==> src/rtl/petri_pkg.sv <==
`timescale 1ns/1ps
package petri_pkg;
   typedef enum logic [1:0] {
      ARC_NONE = 2'b00,
      ARC_IN   = 2'b01,
      ARC_OUT  = 2'b10,
      ARC_RSV  = 2'b11
   } arc_e;
endpackage

==> src/rtl/petri_row_dec.sv <==
`timescale 1ns/1ps
module petri_row_dec
   import petri_pkg::*;
#(
   parameter int N_INT = 4,
   parameter int N_IO  = 4,
   parameter int N_DEC = 2
)(
   input  logic [2*(1+N_INT+2*N_IO+2*N_DEC)-1:0] row_i,
   input  logic [N_INT+N_IO:0]                   full_i,
   input  logic [N_DEC-1:0]                      dec_i,
   input  logic                                  go_i,
   output logic [N_INT+N_IO:0]                   in_mask_o,
   output logic [N_INT+N_IO:0]                   out_mask_o,
   output logic                                  en_o
);
   localparam int IO_C0 = 1 + N_INT;
   localparam int DC_C0 = IO_C0 + 2*N_IO;

   logic dec_ok;

   always_comb begin
      in_mask_o  = '0;
      out_mask_o = '0;
      // start place: may only be read
      in_mask_o[0] = (row_i[1:0] == ARC_IN);
      for (int i = 0; i < N_INT; i++) begin
         in_mask_o[1+i]  = (row_i[2*(1+i) +: 2] == ARC_IN);
         out_mask_o[1+i] = (row_i[2*(1+i) +: 2] == ARC_OUT);
      end
      for (int i = 0; i < N_IO; i++) begin
         out_mask_o[IO_C0+i] = (row_i[2*(IO_C0+2*i)   +: 2] == ARC_OUT);
         in_mask_o[IO_C0+i]  = (row_i[2*(IO_C0+2*i+1) +: 2] == ARC_IN);
      end
      dec_ok = 1'b1;
      for (int d = 0; d < N_DEC; d++) begin
         if ((row_i[2*(DC_C0+2*d)   +: 2] == ARC_IN) && !dec_i[d]) dec_ok = 1'b0;
         if ((row_i[2*(DC_C0+2*d+1) +: 2] == ARC_IN) &&  dec_i[d]) dec_ok = 1'b0;
      end
      en_o = go_i && (|in_mask_o) && dec_ok && ((in_mask_o & full_i) == in_mask_o);
   end
endmodule

==> src/rtl/petri_pair_arb.sv <==
`timescale 1ns/1ps
module petri_pair_arb #(
   parameter int NPL = 9
)(
   input  logic           clk,
   input  logic           rst_n,
   input  logic           hold_i,
   input  logic [1:0]     en_i,
   input  logic [NPL-1:0] in_a_i,
   input  logic [NPL-1:0] in_b_i,
   output logic [1:0]     gnt_o
);
   logic prio_q;   // 0: lower transition favoured
   logic tie;

   assign tie   = en_i[0] && en_i[1] && (|(in_a_i & in_b_i));
   assign gnt_o = tie ? (prio_q ? 2'b10 : 2'b01) : en_i;

   always_ff @(posedge clk or negedge rst_n) begin
      if (!rst_n)      prio_q <= 1'b0;
      else if (hold_i) prio_q <= 1'b0;
      else if (tie)    prio_q <= ~prio_q;
   end

   a_r7_single_winner: assert property (@(posedge clk) disable iff (!rst_n)
      tie |-> ($countones(gnt_o) == 1));
   a_r7_alternate: assert property (@(posedge clk) disable iff (!rst_n || hold_i)
      (tie && gnt_o[0]) |=> (!tie || gnt_o[1]));
endmodule

==> src/rtl/petri_io_place.sv <==
`timescale 1ns/1ps
module petri_io_place (
   input  logic clk,
   input  logic rst_n,
   input  logic hold_i,
   input  logic set_i,
   input  logic clr_i,
   input  logic ack_i,
   output logic rdy_o,
   output logic busy_o,
   output logic full_o
);
   always_ff @(posedge clk or negedge rst_n) begin
      if (!rst_n) begin
         rdy_o  <= 1'b0;
         busy_o <= 1'b0;
         full_o <= 1'b0;
      end else if (hold_i) begin
         busy_o <= 1'b0;
         full_o <= 1'b0;
      end else begin
         if (clr_i) full_o <= 1'b0;
         if (busy_o && (ack_i == rdy_o)) begin
            busy_o <= 1'b0;
            full_o <= 1'b1;
         end
         if (set_i) begin
            rdy_o  <= ~rdy_o;
            busy_o <= 1'b1;
         end
      end
   end

   a_r5_request_toggles: assert property (@(posedge clk) disable iff (!rst_n)
      (set_i && !hold_i) |=> (rdy_o != $past(rdy_o)));
   a_r5_full_on_ack: assert property (@(posedge clk) disable iff (!rst_n)
      (busy_o && (ack_i == rdy_o) && !hold_i && !set_i) |=> full_o);
endmodule

==> src/rtl/petri_net_ctrl.sv <==
`timescale 1ns/1ps
module petri_net_ctrl #(
   parameter int               N_INT    = 4,
   parameter int               N_IO     = 4,
   parameter int               N_DEC    = 2,
   parameter int               N_TRANS  = 8,
   parameter logic [N_INT-1:0] INIT_INT = '0
)(
   input  logic                                  clk,
   input  logic                                  rst_n,
   input  logic                                  go_i,
   input  logic [N_DEC-1:0]                      dec_i,
   input  logic [N_IO-1:0]                       ack_i,
   output logic [N_IO-1:0]                       rdy_o,
   input  logic                                  cfg_we_i,
   input  logic [$clog2(N_TRANS)-1:0]            cfg_row_i,
   input  logic [2*(1+N_INT+2*N_IO+2*N_DEC)-1:0] cfg_data_i,
   output logic [N_INT+N_IO:0]                   mark_o,
   output logic [N_TRANS-1:0]                    fire_o,
   output logic                                  err_o
);
   localparam int NPL   = 1 + N_INT + N_IO;
   localparam int ROW_W = 2*(1 + N_INT + 2*N_IO + 2*N_DEC);
   localparam int IO_P0 = 1 + N_INT;

   if (N_TRANS < 2 || (N_TRANS % 2) != 0) begin : g_bad_pairs
      $error("N_TRANS must be even and at least 2");
   end
   if (N_INT < 1 || N_IO < 1 || N_DEC < 1) begin : g_bad_counts
      $error("place and decision counts must be at least 1");
   end

   logic [ROW_W-1:0]   cfg_q [N_TRANS];
   logic [N_INT:0]     tok_q;
   logic [N_IO-1:0]    io_full, io_busy;
   logic [NPL-1:0]     full_v, occ_v, clr_v, set_v;
   logic [NPL-1:0]     in_m  [N_TRANS];
   logic [NPL-1:0]     out_m [N_TRANS];
   logic [N_TRANS-1:0] en_v, gnt_v;
   logic               ovf, err_q;

   assign full_v = {io_full, tok_q};
   assign occ_v  = {io_full | io_busy, tok_q};

   always_ff @(posedge clk or negedge rst_n) begin
      if (!rst_n) begin
         for (int t = 0; t < N_TRANS; t++) cfg_q[t] <= '0;
      end else if (cfg_we_i && !go_i && (int'(cfg_row_i) < N_TRANS)) begin
         cfg_q[cfg_row_i] <= cfg_data_i;
      end
   end

   for (genvar t = 0; t < N_TRANS; t++) begin : g_row
      petri_row_dec #(.N_INT(N_INT), .N_IO(N_IO), .N_DEC(N_DEC)) u_dec (
         .row_i      (cfg_q[t]),
         .full_i     (full_v),
         .dec_i      (dec_i),
         .go_i       (go_i),
         .in_mask_o  (in_m[t]),
         .out_mask_o (out_m[t]),
         .en_o       (en_v[t])
      );
      a_r9_row_frozen: assert property (@(posedge clk) disable iff (!rst_n)
         go_i |=> $stable(cfg_q[t]));
   end

   for (genvar k = 0; k < N_TRANS/2; k++) begin : g_pair
      petri_pair_arb #(.NPL(NPL)) u_arb (
         .clk    (clk),
         .rst_n  (rst_n),
         .hold_i (!go_i),
         .en_i   (en_v[2*k +: 2]),
         .in_a_i (in_m[2*k]),
         .in_b_i (in_m[2*k+1]),
         .gnt_o  (gnt_v[2*k +: 2])
      );
   end

   always_comb begin
      clr_v = '0;
      set_v = '0;
      ovf   = 1'b0;
      for (int t = 0; t < N_TRANS; t++) begin
         if (gnt_v[t]) begin
            ovf   = ovf | (|(set_v & out_m[t]));
            clr_v = clr_v | in_m[t];
            set_v = set_v | out_m[t];
         end
      end
      ovf = ovf | (|(set_v & occ_v & ~clr_v));
   end

   always_ff @(posedge clk or negedge rst_n) begin
      if (!rst_n) begin
         tok_q <= {INIT_INT, 1'b1};
         err_q <= 1'b0;
      end else if (!go_i) begin
         tok_q <= {INIT_INT, 1'b1};
         err_q <= 1'b0;
      end else begin
         tok_q <= (tok_q & ~clr_v[N_INT:0]) | set_v[N_INT:0];
         if (ovf) err_q <= 1'b1;
      end
   end

   for (genvar i = 0; i < N_IO; i++) begin : g_io
      petri_io_place u_io (
         .clk    (clk),
         .rst_n  (rst_n),
         .hold_i (!go_i),
         .set_i  (set_v[IO_P0+i]),
         .clr_i  (clr_v[IO_P0+i]),
         .ack_i  (ack_i[i]),
         .rdy_o  (rdy_o[i]),
         .busy_o (io_busy[i]),
         .full_o (io_full[i])
      );
   end

   assign mark_o = full_v;
   assign fire_o = gnt_v;
   assign err_o  = err_q;

   a_r8_sticky_err: assert property (@(posedge clk) disable iff (!rst_n)
      (err_o && go_i) |=> err_o);
   a_r1_hold_marking: assert property (@(posedge clk) disable iff (!rst_n)
      !go_i |=> (mark_o == {{N_IO{1'b0}}, INIT_INT, 1'b1}) && !err_o);
   a_r1_hold_no_fire: assert property (@(posedge clk) disable iff (!rst_n)
      !go_i |-> (fire_o == '0));
endmodule

==> config.mk <==
export PLATFORM = sky130hd
export DESIGN_NAME = petri_net_ctrl
export DESIGN_NICKNAME = d
export VERILOG_FILES = /design/src/rtl/petri_pkg.sv /design/src/rtl/petri_row_dec.sv /design/src/rtl/petri_pair_arb.sv /design/src/rtl/petri_io_place.sv /design/src/rtl/petri_net_ctrl.sv
export SDC_FILE = /design/constraint.sdc
export NUM_CORES = 1
export LEC_CHECK = 0
export BUFFER_PORTS_ARGS = -buffer_cell sky130_fd_sc_hd__buf_2
export CAP_MARGIN = 20
export CORE_MARGIN = 8
export CORE_UTILIZATION = 50
export CTS_BUF_LIST = sky130_fd_sc_hd__clkbuf_4 sky130_fd_sc_hd__clkbuf_8
export DETAILED_ROUTE_END_ITERATION = 10
export PLACE_DENSITY = 0.67
export SYNTH_ARGS = -nofsm -noshare
export SYNTH_HDL_FRONTEND = slang
export SYNTH_SLANG_ARGS = --single-unit
==> constraint.sdc <==
create_clock -name clk -period 9.3 [get_ports clk]
set_input_delay 2.79 -clock clk [delete_from_list [all_inputs] [get_ports clk]]
set_output_delay 2.79 -clock clk [all_outputs]
set_load 0.1 [all_outputs]
Yosys cells after proc, flatten, opt, wreduce, memory -nomap -nowiden
Cells that the tools add are included.
{"block": "word_totals", "ff_bits": 294, "in_bits": 47, "output_inout_bits": 22}
{"block": "classes", "magnitude_cmp": 2, "n_eq_ne": 193, "n_mux": 101, "bitwise": 56, "n_reduce_logical": 97}
{"cell": "bitwise mux 272 bit", "n": 1}
{"cell": "equality test 2 x 1 -> 1 bit, second input constant", "n": 104}
{"cell": "AND 9 bit", "n": 21}
{"cell": "OR reduction 9 bit", "n": 20}
{"cell": "two-way mux 9 bit", "n": 16}
{"cell": "equality test 2 bit, second input constant", "n": 64}
{"cell": "bitwise OR 9 bit", "n": 14}
{"cell": "demux 34 bit (select 3 bit)", "n": 1}
{"cell": "two-way mux 1 bit", "n": 73}
{"cell": "equality test 9 bit", "n": 8}
{"cell": "logical AND 1 bit", "n": 70}
{"cell": "two-way mux 34 bit", "n": 1}
{"cell": "inequality test 3 x 1 -> 1 bit, second input constant", "n": 8}
{"cell": "two-way mux 2 bit", "n": 8}
{"cell": "inequality test 2 x 1 -> 1 bit, second input constant", "n": 5}
{"cell": "NOT 9 bit", "n": 1}
{"cell": "NOT 1 bit", "n": 8}
{"cell": "AND reduction 2 bit", "n": 4}
{"cell": "bitwise OR 1 bit", "n": 7}
{"cell": "AND 5 bit", "n": 1}
{"cell": "two-way mux 5 bit", "n": 1}
{"cell": "NOT 5 bit", "n": 1}
{"cell": "bitwise OR 5 bit", "n": 1}
{"cell": "equality test 1 bit", "n": 4}
{"cell": "other kinds (5)", "n": 7}

Depth between registers and ports, before layout
{"block": "depth", "ltp_word": 32, "mapped_depth": 15, "depth_no_buf": 12}

Modules after synthesis
Synthesis repeated with hierarchy kept, for this count alone.
{"block": "hier_totals", "hier_cells": 1294, "hier_area_um2": 14996.9}
{"mod": "petri_net_ctrl", "instances": 1, "cells_per_inst": 826, "area_each_um2": 11678.7}
{"mod": "petri_row_dec", "instances": 8, "cells_per_inst": 43, "area_each_um2": 280.3}
{"mod": "petri_pair_arb", "instances": 4, "cells_per_inst": 20, "area_each_um2": 141.4}
{"mod": "petri_io_place", "instances": 4, "cells_per_inst": 11, "area_each_um2": 127.6}

Worst setup path after synthesis
Ideal clock, no wire load.
{"block": "synth_path", "kind": "input to output", "startpoint": "input port dec_i[1]", "endpoint": "output port fire_o[1]", "arrival_time_ns": 5.084, "required_ns": 6.510, "path_slack_ns": 1.426, "stages": 7, "path_buffers": 1, "cell_sequence": "buf_2 -> nand3b_1 -> o2111ai_1 -> or3_1 -> nor3_1 -> o21ai_2 -> inv_1"}
{"block": "synth_via", "elab_chain_len": 9, "word_cells_on_any_way": 16, "classes_between": "5 x mux; 11 x reduce/logical"}
{"element": "start: declaration", "line": "petri_net_ctrl.sv:12", "source": "input logic [N_DEC-1:0] dec_i,"}
{"element": "zero test 1 bit", "line": "petri_row_dec.sv:37", "source": "if ((row_i[2*(DC_C0+2*d) +: 2] == ARC_IN) && !dec_i[d]) dec_ok = 1'b0;"}
{"element": "logical AND 1 bit", "line": "petri_row_dec.sv:37"}
{"element": "two-way mux 1 bit", "line": "petri_row_dec.sv:37"}
{"element": "two-way mux 1 bit", "line": "petri_row_dec.sv:38", "source": "if ((row_i[2*(DC_C0+2*d+1) +: 2] == ARC_IN) && dec_i[d]) dec_ok = 1'b0;"}
{"element": "logical AND 1 bit (2 in series)", "line": "petri_row_dec.sv:40", "source": "en_o = go_i && (|in_mask_o) && dec_ok && ((in_mask_o & full_i) == in_mask_o);"}
{"element": "logical AND 1 bit (2 in series)", "line": "petri_pair_arb.sv:16", "source": "assign tie = en_i[0] && en_i[1] && (|(in_a_i & in_b_i));"}
{"element": "two-way mux 2 bit *", "line": "petri_pair_arb.sv:17", "source": "assign gnt_o = tie ? (prio_q ? 2'b10 : 2'b01) : en_i;"}
{"element": "end: declaration", "line": "petri_net_ctrl.sv:19", "source": "output logic [N_TRANS-1:0] fire_o,"}
Every way passes the cells marked *; elsewhere a longest branch is shown, timed or not.

Worst setup path after layout
Same ends and word-level chain as after synthesis.

==> run metrics <==
most frequent cells in the layout=dfrtp_1, mux2_2, nand2b_1; die area=35700 um2; DP Worst Slack=0.891 ns; critical path endpoint category=output pin; synthesized area per cell=11.5 um2; Post-Synth Adder-Cell Area=0%; critical path data arrival time=5.53 ns; Cell Pwr Density=269 nW/um2; Seq/Total Area, Yosys=49.2%; distinct cell type count after synthesis=84; routability cong.=0.978; leakage power total=7.26 nW; xor-xnor portion of the synthesized cell area=0.702%; DRT Wirelength=49500 um; Clock Tree Root=clkbuf_8; final setup skew=0.0246 ns; vias in the first global route=11700; synthesized instance count=1304; VDD IR max=0.136 mV; Compound-Gate Fraction of Synth Area=12.0%; Wirelength per Cell=27.3 um; first-pass GRT wire length=74400 um; CTS buffer count=50; clk buf depth=3; DR DRC count=0; Slew Limit Fails=0; Yosys top cell by area=dfrtp_1; post-cts resize count=0; ANT cells=0; Yosys Warn Count=0; Hold Fails Final Rpt=0; Final nets=1428; Vias=11700; Final ANT Viol Nets=0; Critical Path Start Type=input port; top_reg_cell synth=dfrtp_1; setup bufs post-CTS=0; RSZ-0062 raised after global routing=false; TNS Setup=0 ns; largest net degree at the start of global routing=147; DR vias/cell=6.48; hold buffer count at cts=0; top cells by area, synth=dfrtp_1, mux2_2, nand2b_1; I/O Buffers=68; gr ovfl total=0; H-Tree Depth=2; drt pass-1 iters=6; share of cells above drive strength 1=33.5%; Simple-Gate Fraction of Synth Area=15.6%; Worst-path clk slew=0.05 ns; asr flop ratio synth=100%; worst hold path type=reg -> reg; initial antenna violation count=0; core area=29600 um2; mux contribution to synthesized area=19.9%; Synth top area share=49.0%; num ports=69; Final min period=8.32 ns; Worst-Margin Slew=1.12 ns; starting DRC count in detailed routing=1203; Clock Sinks=294; flops & latches, synth=294; CP Class=in -> out; max-capacitance violation count=0; Area growth syn-to-layout=13.1%; status=completed; Final WS setup=0.982 ns; Mapped Nets=1351; Worst-Skew Late Latency=0.59 ns; Final setup violation count=0; Chip Height=189 um; crit path max fanout=16; CP required=6.51 ns; Detailed Place HPWL=35700 um; headroom to the max-slew limit=25.6%; Post-Syn Area=15000 um2; EDFF count, synth=0; FMAX=120 MHz; Starting Density=50.6%; die span in x=189 um; crit share post-route=89.4%; largest family of logic cells by synthesized area=multiplexers; commonest non-fill, non-tap cell in the layout=dfrtp_1; WHS=0.493 ns; CTS tree=built; Rows=63; gr usage total=27.4%
[critical path, stage by stage]
cell and delay (ns):
buf_2 0.31, or3b_1 0.19, o2111ai_1 0.10, or3_4 0.44, or4_4 0.64, o21ai_2 0.49, inv_1 0.21, buf_2 0.34
[report_power, final]
part	switching (W)	internal, W
clock	0.000534	0.000795
combinational	0.000891	0.000508
sequential	0.000243	0.00159
[cell type report]
type / count / area, um2
Clock buffer: 79 / 1000
Timing Repair Buffer: 90 / 576
Tap cell: 390 / 488
Inverter: 25 / 93.8
Multi-Input combinational cell: 920 / 7240
Clock inverter: 12 / 171
Sequential cell: 294 / 7360
Fill cell: 2483 / 12600
[cells in the mapped netlist, drive strengths merged, types with 15 or more instances]
master	number
buf	26
nor3	24
nand3	21
inv	24
nor2b	55
dfrtp	293
clkbuf	39
nand4	15
o22ai	47
o21ai	40
nand2b	80
a22oi	28
nand3b	15
nor2	63
nand2	51
mux2	264
[state kept, by name (all words and copies together) (netlist names)]
signal / flops
err_o: 1
g_pair.u_arb.prio_q: 4
cfg_q: 272
tok_q: 5
g_io.u_io.rdy_o: 4
g_io.u_io.full_o: 4
g_io.u_io.busy_o: 4
[per-stage QoR]
step	util (%)	power (W)	area, um2	instances
floorplan	-	0.00275	15000	1304
CTS	57.1	0.00454	16900	1807
detailed placement	53.1	0.00320	15700	1716
global route	57.3	0.00474	16900	1810
finish	57.3	0.00456	16900	1810
global placement	53.1	0.00318	15700	1716
[kinds of logic after synthesis]
family / Yosys count
simple gates: 399
flops: 294
mux: 264
compound gates: 245
buf+inv: 90
xor+xnor: 12
[path summary, 6_finish.rpt]
check | slack (ns) | from | endpoint | cells past startpoint
max in group asynchronous | 5.93 | rst_n | cfg_q[158] | 2
hold reg to reg | 0.49 | cfg_q[255] | cfg_q[255] | 1
setup / recovery | 0.98 | dec_i[1] | fire_o[1] | 8
setup reg to reg | 4.62 | tok_q[0] | err_o | 11
min in group asynchronous | 2.14 | rst_n | cfg_q[171] | 1
hold / removal | 0.49 | cfg_q[255] | cfg_q[255] | 1
[metal layers]
metal  up-vias  track usage, %  wire length [um]
met3       128            7.16              4980
met2       597            41.3             21800
li1       5022               -                 -
met1      5975            37.8             21200
met4         0            9.38              1490
met5         -               0                 0
No activity file was read; power rests on OpenSTA's default activity.
